$ cat src/rtl/entropy_pkg.sv
package entropy_pkg;
    localparam logic [4:0] OFS_CTRL   = 5'h00;
    localparam logic [4:0] OFS_STAT   = 5'h04;
    localparam logic [4:0] OFS_DATA   = 5'h08;
    localparam logic [4:0] OFS_NOISE  = 5'h0C;
    localparam logic [4:0] OFS_HEALTH = 5'h10;

    localparam int CTL_EN     = 2;
    localparam int CTL_CED    = 5;
    localparam int CTL_DIV_LO = 16;
    localparam int CTL_CRST   = 30;

    localparam int STS_DRDY = 0;
    localparam int STS_SECS = 2;
    localparam int STS_CEIS = 5;
    localparam int STS_SEIS = 6;

    localparam logic [31:0] CFG_MASK = 32'h03FF_FF20;

    typedef enum logic [1:0] {
        ST_IDLE  = 2'd0,
        ST_RUN   = 2'd1,
        ST_FAULT = 2'd2,
        ST_CRST  = 2'd3
    } gen_state_e;
endpackage

$ cat src/rtl/ent_divider.sv
module ent_divider #(
    parameter int EXP_W = 4
) (
    input  logic             clk,
    input  logic             rst_n,
    input  logic [EXP_W-1:0] exp_i,
    output logic             tick_o
);
    localparam int CW = (1 << EXP_W) - 1;

    logic [CW-1:0] cnt_q;
    logic [CW:0]   mask_w;

    assign mask_w = ({{CW{1'b0}}, 1'b1} << exp_i) - 1'b1;
    assign tick_o = (cnt_q & mask_w[CW-1:0]) == mask_w[CW-1:0];

    always_ff @(posedge clk or negedge rst_n) begin
        if (!rst_n) cnt_q <= '0;
        else        cnt_q <= cnt_q + 1'b1;
    end

    // with a nonzero exponent two ticks never come back to back
    p_tick_spacing_r14: assert property (@(posedge clk) disable iff (!rst_n)
        (tick_o && exp_i != '0) |=> (!tick_o || !$stable(exp_i)));
endmodule

$ cat src/rtl/ent_packer.sv
module ent_packer #(
    parameter int WW = 32
) (
    input  logic          clk,
    input  logic          rst_n,
    input  logic          clear_i,
    input  logic          shift_i,
    input  logic          bit_i,
    output logic [WW-1:0] word_o,
    output logic          valid_o
);
    localparam int CW = $clog2(WW);

    logic [WW-1:0] sr_q;
    logic [CW-1:0] cnt_q;

    always_ff @(posedge clk or negedge rst_n) begin
        if (!rst_n) begin
            sr_q    <= '0;
            cnt_q   <= '0;
            word_o  <= '0;
            valid_o <= 1'b0;
        end else if (clear_i) begin
            cnt_q   <= '0;
            valid_o <= 1'b0;
        end else begin
            valid_o <= 1'b0;
            if (shift_i) begin
                sr_q  <= {sr_q[WW-2:0], bit_i};
                cnt_q <= cnt_q + 1'b1;
                if (cnt_q == CW'(WW - 1)) begin
                    word_o  <= {sr_q[WW-2:0], bit_i};
                    valid_o <= 1'b1;
                end
            end
        end
    end

    // a finished word always follows a shift
    p_word_after_shift_r5: assert property (@(posedge clk) disable iff (!rst_n)
        valid_o |-> $past(shift_i));
endmodule

$ cat src/rtl/ent_fifo.sv
module ent_fifo #(
    parameter int W     = 32,
    parameter int DEPTH = 4
) (
    input  logic         clk,
    input  logic         rst_n,
    input  logic         flush_i,
    input  logic         push_i,
    input  logic [W-1:0] din_i,
    input  logic         pop_i,
    output logic [W-1:0] dout_o,
    output logic         empty_o,
    output logic         full_o
);
    localparam int AW = (DEPTH > 1) ? $clog2(DEPTH) : 1;

    logic [W-1:0]  mem_q [DEPTH];
    logic [AW-1:0] wp_q, rp_q;
    logic [AW:0]   cnt_q;

    assign empty_o = (cnt_q == '0);
    assign full_o  = (cnt_q == (AW+1)'(DEPTH));
    assign dout_o  = mem_q[rp_q];

    always_ff @(posedge clk or negedge rst_n) begin
        if (!rst_n) begin
            wp_q  <= '0;
            rp_q  <= '0;
            cnt_q <= '0;
            for (int i = 0; i < DEPTH; i++) mem_q[i] <= '0;
        end else if (flush_i) begin
            wp_q  <= '0;
            rp_q  <= '0;
            cnt_q <= '0;
        end else begin
            if (push_i) begin
                mem_q[wp_q] <= din_i;
                wp_q <= (wp_q == AW'(DEPTH - 1)) ? '0 : wp_q + 1'b1;
            end
            if (pop_i) rp_q <= (rp_q == AW'(DEPTH - 1)) ? '0 : rp_q + 1'b1;
            cnt_q <= cnt_q + (push_i ? 1'b1 : 1'b0) - (pop_i ? 1'b1 : 1'b0);
        end
    end

    // the shifter stall keeps pushes away from a full buffer
    p_no_overflow_r6: assert property (@(posedge clk) disable iff (!rst_n)
        (push_i && !flush_i) |-> !full_o);
    // no word is taken from an empty buffer
    p_no_underflow_r8: assert property (@(posedge clk) disable iff (!rst_n)
        pop_i |-> !empty_o);
endmodule

$ cat src/rtl/entropy_ctrl.sv
module entropy_ctrl
    import entropy_pkg::*;
#(
    parameter int WORD_W     = 32,
    parameter int BUF_DEPTH  = 4,
    parameter int DIV_W      = 4,
    parameter int CRST_TICKS = 16,
    parameter int NOISE_W    = 18
) (
    input  logic        clk,
    input  logic        rst_n,
    input  logic        bus_wr,
    input  logic        bus_rd,
    input  logic [4:0]  bus_addr,
    input  logic [31:0] bus_wdata,
    output logic [31:0] bus_rdata,
    input  logic        noise_bit,
    input  logic        seed_fault,
    input  logic        clk_slow
);
    localparam int CNT_W = $clog2(CRST_TICKS + 1);

    gen_state_e state_q, state_d;

    logic [31:0]        ctrl_q, ctrl_d;
    logic [NOISE_W-1:0] nscr_q;
    logic [31:0]        htcr_q;
    logic               seis_q, ceis_q, secs_q, crst_rel_q;
    logic [CNT_W-1:0]   crst_cnt_q;

    logic ctrl_wr, stat_wr, noise_wr, health_wr, data_rd;
    logic held, en_now, run;
    logic crst_start_sw, crst_release, crst_done, fault_entry, auto_entry;
    logic tick, word_valid, fifo_empty, fifo_full, drdy, shift, pop;
    logic [WORD_W-1:0] word, fifo_dout;

    assign ctrl_wr   = bus_wr && (bus_addr == OFS_CTRL);
    assign stat_wr   = bus_wr && (bus_addr == OFS_STAT);
    assign noise_wr  = bus_wr && (bus_addr == OFS_NOISE);
    assign health_wr = bus_wr && (bus_addr == OFS_HEALTH);
    assign data_rd   = bus_rd && (bus_addr == OFS_DATA);

    assign held   = ctrl_q[CTL_CRST];
    assign en_now = ctrl_q[CTL_EN];
    assign run    = (state_q == ST_RUN);

    assign crst_start_sw = ctrl_wr && bus_wdata[CTL_CRST] && !held;
    assign crst_release  = ctrl_wr && !bus_wdata[CTL_CRST] && held;
    assign crst_done     = (state_q == ST_CRST) && crst_rel_q && tick &&
                           (crst_cnt_q == CNT_W'(CRST_TICKS - 1));
    assign fault_entry   = (state_d == ST_FAULT) && (state_q != ST_FAULT);
    assign auto_entry    = (state_q == ST_FAULT) && (state_d == ST_CRST) && !crst_start_sw;

    // next-state logic
    always_comb begin
        state_d = state_q;
        unique case (state_q)
            ST_IDLE:  if (crst_start_sw)    state_d = ST_CRST;
                      else if (en_now)      state_d = ST_RUN;
            ST_RUN:   if (crst_start_sw)    state_d = ST_CRST;
                      else if (seed_fault)  state_d = ST_FAULT;
                      else if (!en_now)     state_d = ST_IDLE;
            ST_FAULT: if (crst_start_sw || !seed_fault) state_d = ST_CRST;
            ST_CRST:  if (crst_done)        state_d = seed_fault ? ST_FAULT :
                                                      (en_now ? ST_RUN : ST_IDLE);
            default:                        state_d = ST_IDLE;
        endcase
    end

    // state register
    always_ff @(posedge clk or negedge rst_n) begin
        if (!rst_n) state_q <= ST_IDLE;
        else        state_q <= state_d;
    end

    // control register update
    always_comb begin
        ctrl_d = ctrl_q;
        if (ctrl_wr) begin
            if (bus_wdata[CTL_CRST] || held)
                ctrl_d = (ctrl_q & ~CFG_MASK) | (bus_wdata & CFG_MASK);
            ctrl_d[CTL_EN]   = bus_wdata[CTL_EN];
            ctrl_d[CTL_CRST] = held || bus_wdata[CTL_CRST];
        end
        if (crst_done) ctrl_d[CTL_CRST] = 1'b0;
    end

    always_ff @(posedge clk or negedge rst_n) begin
        if (!rst_n) begin
            ctrl_q     <= '0;
            nscr_q     <= '0;
            htcr_q     <= '0;
            seis_q     <= 1'b0;
            secs_q     <= 1'b0;
            ceis_q     <= 1'b0;
            crst_rel_q <= 1'b0;
            crst_cnt_q <= '0;
        end else begin
            ctrl_q <= ctrl_d;
            if (noise_wr)  nscr_q <= bus_wdata[NOISE_W-1:0];
            if (health_wr) htcr_q <= bus_wdata;

            if (fault_entry)                             seis_q <= 1'b1;
            else if (crst_start_sw)                      seis_q <= 1'b0;
            else if (stat_wr && !bus_wdata[STS_SEIS])    seis_q <= 1'b0;

            if (fault_entry)    secs_q <= 1'b1;
            else if (crst_done) secs_q <= 1'b0;

            if (clk_slow && en_now && !ctrl_q[CTL_CED])  ceis_q <= 1'b1;
            else if (stat_wr && !bus_wdata[STS_CEIS])    ceis_q <= 1'b0;

            if (crst_start_sw)                   crst_rel_q <= 1'b0;
            else if (crst_release || auto_entry) crst_rel_q <= 1'b1;

            if (state_q != ST_CRST || crst_start_sw) crst_cnt_q <= '0;
            else if (crst_rel_q && tick)             crst_cnt_q <= crst_cnt_q + 1'b1;
        end
    end

    // outputs
    always_comb begin
        drdy  = run && !fifo_empty;
        shift = tick && run && !fifo_full;
        pop   = data_rd && drdy;
        unique case (bus_addr)
            OFS_CTRL:   bus_rdata = ctrl_q;
            OFS_STAT:   bus_rdata = {25'd0, seis_q, ceis_q, 2'b00, secs_q, 1'b0, drdy};
            OFS_DATA:   bus_rdata = drdy ? 32'(fifo_dout) : 32'd0;
            OFS_NOISE:  bus_rdata = 32'(nscr_q);
            OFS_HEALTH: bus_rdata = htcr_q;
            default:    bus_rdata = 32'd0;
        endcase
    end

    ent_divider #(.EXP_W(DIV_W)) div_i (
        .clk(clk), .rst_n(rst_n),
        .exp_i(ctrl_q[CTL_DIV_LO +: DIV_W]),
        .tick_o(tick)
    );

    ent_packer #(.WW(WORD_W)) pack_i (
        .clk(clk), .rst_n(rst_n), .clear_i(!run), .shift_i(shift),
        .bit_i(noise_bit), .word_o(word), .valid_o(word_valid)
    );

    ent_fifo #(.W(WORD_W), .DEPTH(BUF_DEPTH)) buf_i (
        .clk(clk), .rst_n(rst_n), .flush_i(!run), .push_i(word_valid),
        .din_i(word), .pop_i(pop), .dout_o(fifo_dout),
        .empty_o(fifo_empty), .full_o(fifo_full)
    );

    // while a fault is pending the live flag is up and nothing is ready
    p_fault_state_r7: assert property (@(posedge clk) disable iff (!rst_n)
        (state_q == ST_FAULT) |-> (secs_q && !drdy));
    // the live flag never rises without the event flag
    p_fault_flags_r7: assert property (@(posedge clk) disable iff (!rst_n)
        $rose(secs_q) |-> seis_q);
    // the reset bit stays up for as long as the window is running
    p_crst_hold_r4: assert property (@(posedge clk) disable iff (!rst_n)
        ($past(ctrl_q[CTL_CRST]) && state_q == ST_CRST) |-> ctrl_q[CTL_CRST]);
    // the reset bit only falls at the end of a window
    p_crst_fall_r4: assert property (@(posedge clk) disable iff (!rst_n)
        $fell(ctrl_q[CTL_CRST]) |-> ($past(state_q) == ST_CRST));
endmodule

$ cat config.mk
export PLATFORM = sky130hd
export DESIGN_NAME = entropy_ctrl
export DESIGN_NICKNAME = d
export VERILOG_FILES = /design/src/rtl/entropy_pkg.sv /design/src/rtl/ent_divider.sv /design/src/rtl/ent_packer.sv /design/src/rtl/ent_fifo.sv /design/src/rtl/entropy_ctrl.sv
export SDC_FILE = /design/constraint.sdc
export NUM_CORES = 1
export LEC_CHECK = 0
export BUFFER_PORTS_ARGS = -buffer_cell sky130_fd_sc_hd__buf_2
export CORE_ASPECT_RATIO = 0.75
export CORE_MARGIN = 2
export CORE_UTILIZATION = 25
export DETAILED_ROUTE_END_ITERATION = 6
export PLACE_DENSITY_LB_ADDON = 0.05
export SLEW_MARGIN = 20
export SYNTH_ARGS = -nofsm -noshare
export SYNTH_HDL_FRONTEND = slang
export SYNTH_SLANG_ARGS = --single-unit
$ cat constraint.sdc
create_clock -name clk -period 4.9 [get_ports clk]
set_clock_uncertainty 0.2 [all_clocks]
set_input_delay 0.98 -clock clk [delete_from_list [all_inputs] [get_ports clk]]
set_output_delay 0.98 -clock clk [all_outputs]
set_load 0.01 [all_outputs]
# Word level (Yosys, flattened, before mapping)

Cells that the tools add are included.

Eq/ne operators: 20
Bitwise logic cells: 4
Shift-type cells: 1
Add/sub/neg operators: 8
Order comparisons: 3
Reduce and logical (&&, ||, !) cells: 51
Muxes and demuxes: 46

Operator list:

| cell                                                                   | count |
|---|---|
| 32-bit case mux with 5 select lines                                    | 1 |
| 128-bit bitwise mux                                                    | 1 |
| 32-bit 2-to-1 mux                                                      | 4 |
| 32-bit binary-select mux with 2-bit select                             | 1 |
| 32-bit demux with 2-bit select                                         | 1 |
| 32-bit by 26-bit bitwise OR with 32-bit output                         | 1 |
| 31-bit 2-to-1 mux                                                      | 1 |
| 30-bit 2-to-1 mux                                                      | 1 |
| 2-bit 2-to-1 mux                                                       | 14 |
| 1-bit logical AND                                                      | 25 |
| 5-bit 2-to-1 mux                                                       | 4 |
| 1-bit 2-to-1 mux                                                       | 16 |
| 15-bit by 1-bit adder with 15-bit output (second input constant)       | 1 |
| 15-bit bitwise AND                                                     | 1 |
| 15-bit equality test                                                   | 1 |
| 5-bit by 4-bit equality test with 1-bit output (second input constant) | 3 |
| 1-bit by 4-bit << shifter with 15-bit output (first input constant)    | 1 |
| 15-bit by 1-bit subtractor with 15-bit output (second input constant)  | 1 |
| 2-bit equality test (second input constant)                            | 6 |
| 5-bit by 1-bit adder with 5-bit output (second input constant)         | 2 |
| 5-bit equality test (second input constant)                            | 2 |
| 2-bit nonzero test                                                     | 5 |
| 1-bit zero test                                                        | 9 |
| 2-bit case mux with 4 select lines                                     | 1 |
| 19 further kinds                                                       | 30 |

Logic and storage cells: 156
Register bits: 312
Output and inout port bits: 32
Input bits: 44

# Depth between registers and ports, before layout

Gate-level depths: netlist (run 1).

Word-level depth: 14
Gate-level depth with buffers: 13
Depth with buffers taken out: 11

# Cells and area by module

Synthesis (run 1) repeated with hierarchy kept, for this count alone.

Cells, all modules: 935
Area, all modules: 14093.5 um^2

By module, submodules not included:

| module       | cells each | seq. area each (um^2) | area an instance (um^2) | instances |
|---|---|---|---|---|
| ent_fifo     | 350        | 3378.2                | 6379.9                  | 1 |
| entropy_ctrl | 323        | 2052.0                | 4010.1                  | 1 |
| ent_packer   | 158        | 1726.7                | 2796.4                  | 1 |
| ent_divider  | 104        | 375.4                 | 907.1                   | 1 |

# Worst setup path before layout (run 1)

Ideal clock, no wire load.

Path kind: input to output
Start point: input bus_addr[1]
End point: output bus_rdata[19]
Required time: 3.720 ns
Slack: 1.464 ns
Arrival: 2.256 ns
Stages on the path: 6
Buffers on the path: 1
Cell sequence: nor3_1 nand2_1 nor3_1 clkbuf_1 a222oi_1 inv_1

Word-level cells in the longest chain between the ends: 2
Elaborated cells between the ends (all ways): 6
Classes of those cells: eq/ne: 4; mux: 1; reduce/logical: 1

Ends and longest elaborated chain:

| item                                        | line                | text |
|---|---|---|
| start, declared                             | entropy_ctrl.sv:14  | `input logic [4:0] bus_addr,` |
| 5-bit equality test (tied with other cells) | entropy_ctrl.sv:126 | `unique case (bus_addr)` |
| 32-bit case mux with 5 select lines *       | entropy_ctrl.sv:126 |  |
| end, declared                               | entropy_ctrl.sv:16  | `output logic [31:0] bus_rdata,` |

Mark *: on every way between the ends. The rest lies on a longest branch, timed or not.

# Worst setup path in the final report (run 1)

Start point: register buf_i.rp_q[0]
End point: output bus_rdata[16]

Word-level cells in the longest chain between the ends: 6

Ends and longest elaborated chain:

| item                                                   | line                | text |
|---|---|---|
| start, declared                                        | ent_fifo.sv:18      | `logic [AW-1:0] wp_q, rp_q;` |
| start signal, assigned                                 | ent_fifo.sv:40      | `if (pop_i) rp_q <= (rp_q == AW'(DEPTH - 1)) ? '0 : rp_q + 1'b1;` |
| 2-bit inverter with 3-bit output (implied by the code) | ent_fifo.sv:23      | `assign dout_o = mem_q[rp_q];` |
| 32-bit binary-select mux with 2-bit select             | ent_fifo.sv:23      |  |
| 32-bit 2-to-1 mux (implied by the code) (2 in series)  | ent_fifo.sv:23      |  |
| 32-bit 2-to-1 mux                                      | entropy_ctrl.sv:129 | `OFS_DATA: bus_rdata = drdy ? 32'(fifo_dout) : 32'd0;` |
| 32-bit case mux with 5 select lines                    | entropy_ctrl.sv:126 |  |

No other way between the ends. The select of a mux whose other input is x is not followed.

==> results of run 1 <==
## Yosys cell counts, types with 6 or more instances
| library cell | number |
|---|---|
| a222oi_1 | 27 |
| inv_1 | 31 |
| o21ai_0 | 15 |
| xnor2_1 | 11 |
| a21oi_1 | 21 |
| buf_1 | 14 |
| and3_1 | 7 |
| nand2_1 | 51 |
| or3_1 | 6 |
| mux4_2 | 32 |
| nor2_1 | 16 |
| nand3_1 | 21 |
| ha_1 | 13 |
| mux2_2 | 231 |
| nand2b_1 | 6 |
| dfrtp_1 | 301 |
| clkbuf_1 | 29 |
| o31ai_1 | 6 |
| mux2_1 | 30 |
## path summary, 6_finish.rpt
path / endpoint / start / cells after the start
setup / recovery: bus_rdata[16] / buf_i.rp_q[0] / 6
hold / removal: div_i.cnt_q[7] / rst_n / 1
setup reg to reg: pack_i.word_o[1] / ctrl_q[18] / 10
hold reg to reg: buf_i.mem_q[35] / buf_i.mem_q[35] / 1
max in group asynchronous: buf_i.mem_q[112] / rst_n / 2
min in group clk: buf_i.mem_q[35] / buf_i.mem_q[35] / 1
## kinds of logic after synthesis
logic type | count (synthesis) | synth area share
xor gates and xnor gates | 15 | 0.00985
DFF | 301 | 0.565
and+or+nand+nor | 145 | 0.0568
muxes | 295 | 0.276
adders and majority gates | 14 | 0.0137
AOI/OAI and AO/OA | 93 | 0.0522
buffers and inverters | 85 | 0.0269
## per-stage QoR
| step | instance area [sq um] | utilization | hold slack (ns) | std cells | total power [W] |
|---|---|---|---|---|---|
| floorplan | 13300 | - | 0.253 | 948 | 0.00296 |
| global placement | 14700 | 0.277 | 0.283 | 1711 | 0.00315 |
| detailed placement | 14700 | 0.277 | 0.288 | 1711 | 0.00315 |
| CTS | 15900 | 0.300 | 0.301 | 1775 | 0.00600 |
| global route | 15900 | 0.300 | 0.306 | 1775 | 0.00616 |
| finish | 15900 | 0.300 | 0.296 | 1775 | 0.00587 |
## sequential cells by signal (all words and copies together) (netlist names)
register	cells
buf_i.mem_q	128
htcr_q	32
pack_i.word_o	32
pack_i.sr_q	31
ctrl_q	21
nscr_q	18
div_i.cnt_q	15
crst_cnt_q	5
pack_i.cnt_q	5
buf_i.cnt_q	3
buf_i.rp_q	2
buf_i.wp_q	2
state_q	2
ceis_q	1
crst_rel_q	1
pack_i.valid_o	1
secs_q	1
seis_q	1
## per-layer routing
metal,up-vias,part of all wire,GRT usage
li1,3683,-,-
met1,4258,0.52,0.201
met2,121,0.42,0.196
met3,54,0.035,0.0238
met4,0,0.022,0.0420
met5,-,0,0
## power groups by stage
stage | Sequential [W] | Clock (W) | Combinational (W)
after global placement | 0.00274 | 0 | 0.000401
after global routing | 0.00272 | 0.00300 | 0.000445
final | 0.00270 | 0.00278 | 0.000393
after detailed placement | 0.00274 | 0 | 0.000403
after floorplan | 0.00271 | 0 | 0.000256
after CTS | 0.00270 | 0.00290 | 0.000403
## layout make-up
cell class                 count  area share
sequential                   301       0.475
multi-input combinational    562       0.346
clock buffer                  50      0.0696
tap                          712      0.0561
timing repair buffer         105      0.0392
clock inverter                14     0.00772
inverter                      31     0.00733
## worst reg2reg max path, cell delays in order (launching register included)
cell,delay [ns]
dfrtp_1,0.54
or2_1,0.32
or3_1,0.32
ha_1,0.35
a21boi_0,0.20
a221o_1,0.32
a2111oi_2,0.27
nand3_1,0.31
nor3_4,0.25
buf_4,0.47
mux2_2,0.41
==> flow_summary.toml, run 1 <==
[power]
power_density_mw_per_mm2 = 370
p_sw_frac = 0.239
leakage_nw = 7.67
clkPwrFrac = 0.473
p_switching_w = 0.00140
internal_power_w = 0.00447
p_seq_frac = 0.460
ir_drop_uv = 182
combinationalPowerShare = 0.067

[clocking]
post_cts_buffers = 0
cts_buffers = 36
path_clk_slew_ns = 0.06
h-tree-depth = 2
cts.sinks = 301
clock_latency_ns = 0.54
cts_root_buf = "clkbuf_16"
ctsHoldBuffers = 0
cts_tree = "built"
cts_buffer_depth = 3
cts_resized = 0

[critical_path]
slowest_stage = "dfrtp_2"
worst-path-buf-inv = 3
crit_family = "buffers and inverters"
end_kind = "output port"
cp.arrival_ns = 2.92
cpPeakStageDelay_ns = 0.77
path_cells = "buf_4 -> buf_4 -> mux4_2 -> nand2_1 -> nand2_1 -> buf_2"
regToRegSetupSlack_ns = 0.81
worst-path-max-fanout = 16
required_ns = 3.72
worstSetupStartpointType = "register"
path_class = "register to output port"

[logic_synthesis]
synthArstFlopShare = 1.00
synth.net_count = 1006
synth-edff-count = 0
ys_seq_elements = 301
ys_types = 58
yosysSeqAreaShare = 0.565
synth_warnings = 0
synth_top_area_share = 0.565
synthCells = 948
synth_top_area_cell = "dfrtp_1"
synth_area_sq_mm = 0.0133
syn_avg_cell_area_sq_um = 14.1
synth_area_leaders = "dfrtp_1 56%, mux2_2 20%, mux4_2 5.4%"
synth_ff_type = "dfrtp_1"

[sta]
fin_tns_setup_ns = 0
hold_viol = 0
rsz0062_at_grt = "false"
finalCritPeriodShare = 0.837
drv_slew = 0
worst_slew_pin_slew_ns = 1.04
fmax_mhz = 244
period_needed_ns = 4.10
slew_headroom = 0.303
setup_viol = 0
fin_ws_ns = 0.798

[routing]
drc = 0
routed_via_density = 4.57
wl_mm = 36.1
postRouteAntennaNets = 0
routed-via-count = 8116
wl_per_cell_microns = 20.3
first_pass_iters = 6
drtIter0Drc = 557

[cells_and_area]
multi_input_area_sq_mm = 0.00549
n_antenna_cell = 0
regArea_sq_mm = 0.00753
fillers = 5338
drive_above_1_share = 0.421
most-common-layout-cells = "299 x dfrtp_1, 231 x mux2_2, 74 x buf_2, 50 x nand2_1, 37 x clkbuf_16"
synthToLayoutAreaGrowth_pct = 19.0
layout_commonest_cell = "dfrtp_1"
nNetsFinal = 1095

[global_route]
grt_antenna_before_repair = 0
grt_pass1_wl_mm = 56.5
overflow = 0
grt_start_max_net_pins = 98
grt_pass1_vias = 8719
track_usage = 0.135

[die]
initial_core_util = 0.252
die_y_microns = 204
design.core.area_sq_mm = 0.0529
row_count = 73
design.die.area_sq_mm = 0.0552
ios = 76
die_x_microns = 271

[placed_design]
preCtsSetupSlack_ns = 0.775
globalplace.congestion = 0.724
io_buffers = 75
dp_hpwl_mm = 23.3

[worst_hold_path]
hp-class = "input pin to async pin"

[flow_run]
maxCapViolations = 0

[run_status]
status = "finished, final reports clean"
No activity file was read; power rests on OpenSTA's default activity.
==> run 2: changes to the inputs <==
Settings changed: ABC_AREA set to 1.
Clock period 4.9 ns to 3.4 ns, I/O delays scaled along.
==> run 2 against run 1 <==
  * Setup slack worse by 0.65 ns
  * Via count rose by 30%
  * Flip-flop and latch count stayed put
  * Die area grew 0.23%
  * Clock power is 33% higher
  * Clock-buffer cell count grew 9
  * Cell area up 0.61%
  * Sequential share of layout area fell by 0.29 points
  * Highest routed layer unchanged
==> flow_summary.toml, run 2 <==
[run_status]
status = "finished, final reports clean"

[cells_and_area]
layout.cells.non_filler = 2384
utilization = 0.302
layout_commonest_cell = "nand2_1"
most-common-layout-cells = "427 x nand2_1, 300 x dfrtp_1, 272 x o21ai_0, 152 x inv_1, 90 x nor2_1"
drive_above_1_share = 0.116
n_antenna_cell = 0
top_regs = "buf_i.mem_q: 128 flops, htcr_q: 32 flops, pack_i.word_o: 32 flops"
regMostFlops = "buf_i.mem_q"
nNetsFinal = 1706
largest_reg_flops = 128
synthToLayoutAreaGrowth_pct = 19.5

[sta]
worst_slew_pin_slew_ns = 0.687
rsz0062_at_grt = "true"
period_needed_ns = 3.25
drv_slew = 0
fmax_mhz = 308
finalCritPeriodShare = 0.956
hold_viol = 0
setup_viol = 0
slew_headroom = 0.542

[clocking]
path_clk_slew_ns = 0.06
cts_buffer_depth = 3
h-tree-depth = 2
cts.sinks = 301
cts_tree = "built"
cts_root_buf = "clkbuf_16"
clock_latency_ns = 0.52
cts_buffers = 36
post_cts_buffers = 0

[placed_design]
globalplace.congestion = 0.827
io_buffers = 75
dp.cells = 2321
dp_hpwl_mm = 26.1

[global_route]
grt_start_max_net_pins = 65
overflow = 0
grt_pass1_vias = 10700
grt_pass1_wl_mm = 63.8
track_usage = 0.146
grt_antenna_before_repair = 0

[critical_path]
end_kind = "output port"
worst-path-max-fanout = 35
required_ns = 2.52
path_class = "register to output port"
cp.arrival_ns = 2.37
regToRegSetupSlack_ns = 0.26
worstSetupStartpointType = "register"

[routing]
drtIter0Drc = 616
wl_per_cell_microns = 16.5
routed-via-count = 10500
first_pass_iters = 5
wl_mm = 39.4
routed_via_density = 4.42
postRouteAntennaNets = 0
drc = 0

[logic_synthesis]
synth_most_common_cell = "nand2_1"
synthArstFlopShare = 1.00
ys_types = 41
synth-edff-count = 0
synth_area_sq_mm = 0.0134
synth_ff_type = "dfrtp_1"
synth_area_leaders = "dfrtp_1 56%, nand2_1 12%, o21ai_0 10%"
synth.net_count = 1631
synthCells = 1573
synth_top_area_share = 0.563
synth_top_area_cell = "dfrtp_1"
synth_common_cells = "432 x nand2_1, 301 x dfrtp_1, 273 x o21ai_0"
synth_warnings = 0
ys_seq_elements = 301
yosysSeqAreaShare = 0.563
syn_avg_cell_area_sq_um = 8.50

[die]
ios = 76
initial_core_util = 0.253
design.core.area_sq_mm = 0.0529
design.die.area_sq_mm = 0.0554
die_x_microns = 271
die_y_microns = 204
row_count = 73

[power]
leakage_nw = 7.33
power_density_mw_per_mm2 = 512
ir_drop_uv = 235

[flow_run]
maxCapViolations = 0

[worst_hold_path]
hp-class = "input pin to register"
run 2: cell types whose count changed after synthesis, sizes merged, moves of 11 or more:
cell	before	now
nand3	21	40
nand2	51	434
a222oi	27	0
mux4	32	0
mux2	261	5
inv	31	155
nor2	16	99
buf	25	14
o21ai	15	328
clkbuf	29	67
o22ai	0	31
run 2: area by class of cell:
class	instances	area (sq um)
fillers	5674	36900
flip-flops and latches	301	7530
multi-input cells	1036	4940
clock buffers	59	1100
repair buffers	118	915
well taps	712	891
inverters	155	582
clock inverters	3	15.0
run 2: repair_timing:
| action | 4_1_cts | 5_1_grt |
|---|---|---|
| setup endpoints to repair | 0 | 9 |
| endpoints found under the hold margin | 53 | 0 |
| hold buffers | 1 | 0 |
| gates resized for setup | 0 | 4 |
run 2: routing by layer:
metal  track usage  routed length, microns  up-vias  share of wire
li1              -                       -     5284              -
met1         0.222                   20800     5075           0.53
met2         0.220                   16800      139           0.43
met3        0.0217                    1190       39          0.030
met4        0.0310                     620        0          0.016
met5             0                       0        -              0
run 2: cells by family after synthesis:
kind of cell	count (synthesis)	share of synthesized area
mux	5	0.00421
flops	301	0.563
xor+xnor	15	0.00983
fa+ha+maj	14	0.0137
compound gates	403	0.160
simple gates	599	0.179
buf+inv	236	0.0695
run 2: final timing paths:
check	start	to	cells after the start
min in group asynchronous	rst_n	buf_i.mem_q[109]	2
worst max-delay path	buf_i.rp_q[0]	bus_rdata[16]	7
worst min register to register	div_i.cnt_q[14]	div_i.cnt_q[14]	1
worst min-delay path	bus_wdata[31]	htcr_q[31]	2
max in group asynchronous	rst_n	buf_i.rp_q[0]	3
worst max register to register	ctrl_q[17]	pack_i.word_o[0]	16
run 2: power breakdown:
group / leakage (nW) / total, W / switching [W] / internal (W)
clock: 0.548 / 0.00371 / 0.00152 / 0.00219
sequential: 4.07 / 0.00386 / 0.000106 / 0.00375
combinational: 2.71 / 0.000611 / 0.000394 / 0.000217
total: 7.33 / 0.00818 / 0.00202 / 0.00616
run 2: stage by stage:
step | area [sq um] | hold WS (ns) | setup WS, ns | setup TNS (ns) | total power, W
4_1_cts | 16000 | 0.160 | 0.0139 | 0 | 0.00835
2_1_floorplan | 13400 | 0.184 | 0.612 | 0 | 0.00426
3_5_place_dp | 14800 | 0.258 | 0.263 | 0 | 0.00453
6_report | 16000 | 0.193 | 0.149 | 0 | 0.00818
3_3_place_gp | 14800 | 0.257 | 0.265 | 0 | 0.00453
5_1_grt | 16000 | 0.172 | -0.0154 | -0.0154 | 0.00862
run 2: worst max-delay path: stages (launching register included):
cell	delay (ns)
dfrtp_2	0.52
inv_2	0.26
buf_12	0.24
o21ai_0	0.10
o22ai_1	0.33
nand2_1	0.11
o2111ai_1	0.09
buf_2	0.17
==> run 3: changes to the inputs <==
Settings changed: SYNTH_HIERARCHICAL set to 1.
==> run 3 against run 2 <==
  * Cell area up 4.6%
  * Clock power grew 11%
  * Combinational power shrank 5.1%
  * Global-route usage is 0.11 points lower
  * Critical path depth increased by 2
  * Routed wire length increased by 5.4%
  * Register-to-register slack gained 0.12 ns
  * Critical path type unchanged
  * Largest power group is now clock
==> flow_summary.toml, run 3 <==
[sta]
setup_viol = 0
slew_headroom = 0.357
fin_ws_ns = 0.153
finalCritPeriodShare = 0.955
worst_slew_pin_slew_ns = 0.964
fin_tns_setup_ns = 0
period_needed_ns = 3.25
fmax_mhz = 308
drv_slew = 0
hold_viol = 0

[die]
row_count = 75
ios = 76
initial_core_util = 0.254
design.core.area_sq_mm = 0.0562
die_x_microns = 280
design.die.area_sq_mm = 0.0591
die_y_microns = 211

[logic_synthesis]
synth_ff_type = "dfrtp_1"
synthCells = 1621
synth_most_common_cell = "nand2_1"
synth_area_sq_mm = 0.0143
synth_top_area_cell = "dfrtp_1"
ys_seq_elements = 301
syn_avg_cell_area_sq_um = 8.82
synth_top_area_share = 0.527
synthArstFlopShare = 1.00
yosysSeqAreaShare = 0.527
synth_common_cells = "483 x nand2_1, 301 x dfrtp_1, 211 x inv_1"
synth_warnings = 6
synth-edff-count = 0
synth.net_count = 1679
synth_area_leaders = "dfrtp_1 53%, nand2_1 13%, inv_1 5.5%"
ys_types = 44

[global_route]
grt_antenna_before_repair = 0
grt_start_max_net_pins = 65
overflow = 0
track_usage = 0.145
grt_pass1_wl_mm = 66.3
grt_pass1_vias = 10800

[clocking]
cts_root_buf = "clkbuf_16"
cts_buffers = 37
cts_buffer_depth = 3
path_clk_slew_ns = 0.06
cts.sinks = 301
h-tree-depth = 2
clock_latency_ns = 0.53
cts_tree = "built"

[cells_and_area]
largest_reg_flops = 128
top_regs = "buf_i/mem_q: 128 flops, htcr_q: 32 flops, pack_i/word_o: 32 flops"
n_antenna_cell = 0
drive_above_1_share = 0.166
utilization = 0.297
layout_commonest_cell = "nand2_1"
fillers = 6038
synthToLayoutAreaGrowth_pct = 16.9
most-common-layout-cells = "483 x nand2_1, 301 x dfrtp_1, 210 x inv_1, 125 x o21ai_1, 81 x o21ai_2"
regMostFlops = "buf_i/mem_q"
nNetsFinal = 1748

[critical_path]
startpoint = "buf_i/cnt_q[1]"
path_class = "register to output port"
cp.arrival_ns = 2.37
endpoint = "bus_rdata[5]"
worstSetupStartpointType = "register"
ff2ff_path_depth = 16
reg2reg_from = "ctrl_q[18]"
rr_endpoint = "seis_q"
worst-path-max-fanout = 4
required_ns = 2.52
regToRegSetupSlack_ns = 0.38
end_kind = "output port"

[power]
p_total_w = 0.00858
ir_drop_uv = 322
power_density_mw_per_mm2 = 513
leakage_nw = 7.94

[routing]
routed-via-count = 10600
wl_per_cell_microns = 17.0
first_pass_iters = 5
routed_via_density = 4.34
postRouteAntennaNets = 0
drc = 0
drtIter0Drc = 680
wl_mm = 41.6

[placed_design]
globalplace.congestion = 0.764
preCtsSetupSlack_ns = 0.186
dp_hpwl_mm = 27.0
io_buffers = 75

[run_status]
status = "finished, final reports clean"

[flow_run]
maxCapViolations = 0

[worst_hold_path]
hp-class = "input pin to register"
run 3: cell types whose count changed in the layout (fill, tap and decap cells not counted), moves of 6 or more:
cell | before | now
o21ai_0 | 272 | 64
o21ai_2 | 1 | 81
o21ai_1 | 55 | 125
o211ai_1 | 5 | 64
inv_1 | 152 | 210
nand2_1 | 427 | 483
nor2_1 | 90 | 43
o22ai_1 | 30 | 0
a32oi_1 | 0 | 9
a21oi_1 | 17 | 11
nand3_2 | 0 | 6
run 3: cells by family (layout without fill, tap and decap cells):
| family | after synthesis | after routing | share of synthesized area |
|---|---|---|---|
| AO/OA/AOI/OAI | 369 | 369 | 0.168 |
| XOR/XNOR | 16 | 16 | 0.00980 |
| adder cells (fa/ha/maj) | 14 | 14 | 0.0128 |
| buffers and inverters | 299 | 394 | 0.0989 |
| flip-flops | 301 | 301 | 0.527 |
| multiplexers | 5 | 5 | 0.00394 |
| AND/OR/NAND/NOR | 617 | 617 | 0.179 |
run 3: layout make-up:
cell class | count | area [sq um] | share of cell area
Inverter | 217 | 820 | 0.0490
Tap cell | 731 | 915 | 0.0547
Clock inverter | 5 | 104 | 0.00621
Multi-Input combinational cell | 1021 | 5370 | 0.321
Sequential cell | 301 | 7530 | 0.451
Timing Repair Buffer | 112 | 832 | 0.0498
Clock buffer | 60 | 1140 | 0.0685
run 3: metal layers:
metal / GRT usage / vias to the layer above / wire, microns
met2: 0.224 / 139 / 18400
met4: 0.0275 / 0 / 566
met1: 0.216 / 5061 / 21300
met5: 0 / - / 0
li1: - / 5374 / -
met3: 0.0225 / 41 / 1300
run 3: worst max-delay path, stage by stage (launching register included):
cell	delay, ns
dfrtp_1	0.41
inv_1	0.06
nand2_1	0.09
nor2_1	0.07
nor2_2	0.25
nand3_1	0.33
nor2_1	0.27
a21oi_1	0.08
o2111ai_1	0.11
buf_2	0.17
run 3: how the worst min path moves through the flow:
| stage | endpoint | depth (start not counted) | from |
|---|---|---|---|
| floorplan | buf_i/cnt_q[0] | 0 | rst_n |
| global placement | ctrl_q[13] | 2 | ctrl_q[13] |
| detailed placement | div_i/cnt_q[9] | 1 | div_i/cnt_q[9] |
| CTS | htcr_q[29] | 2 | bus_wdata[29] |
| global route | htcr_q[29] | 2 | bus_wdata[29] |
| finish | htcr_q[29] | 2 | bus_wdata[29] |
run 3: repair_timing:
action	CTS	global route
resized for setup	1	3
setup endpoints to repair	3	35
setup buffers	0	4
hold buffers	1	0
gates cloned	0	0
endpoints found under the hold margin	50	0
run 3: stage by stage:
step | hold slack (ns) | cell area [sq um] | instances
floorplan | 0.184 | 14300 | 1621
global placement | 0.265 | 15400 | 2377
detailed placement | 0.263 | 15400 | 2377
CTS | 0.133 | 16700 | 2443
global route | 0.148 | 16700 | 2447
finish | 0.165 | 16700 | 2447
run 3: report_power, final:
group | internal, W | leakage [nW] | switching, W | total, W
registers | 0.00377 | 4.09 | 0.000115 | 0.00388
logic | 0.000211 | 3.25 | 0.000369 | 0.000580
clock network | 0.00252 | 0.610 | 0.00159 | 0.00411
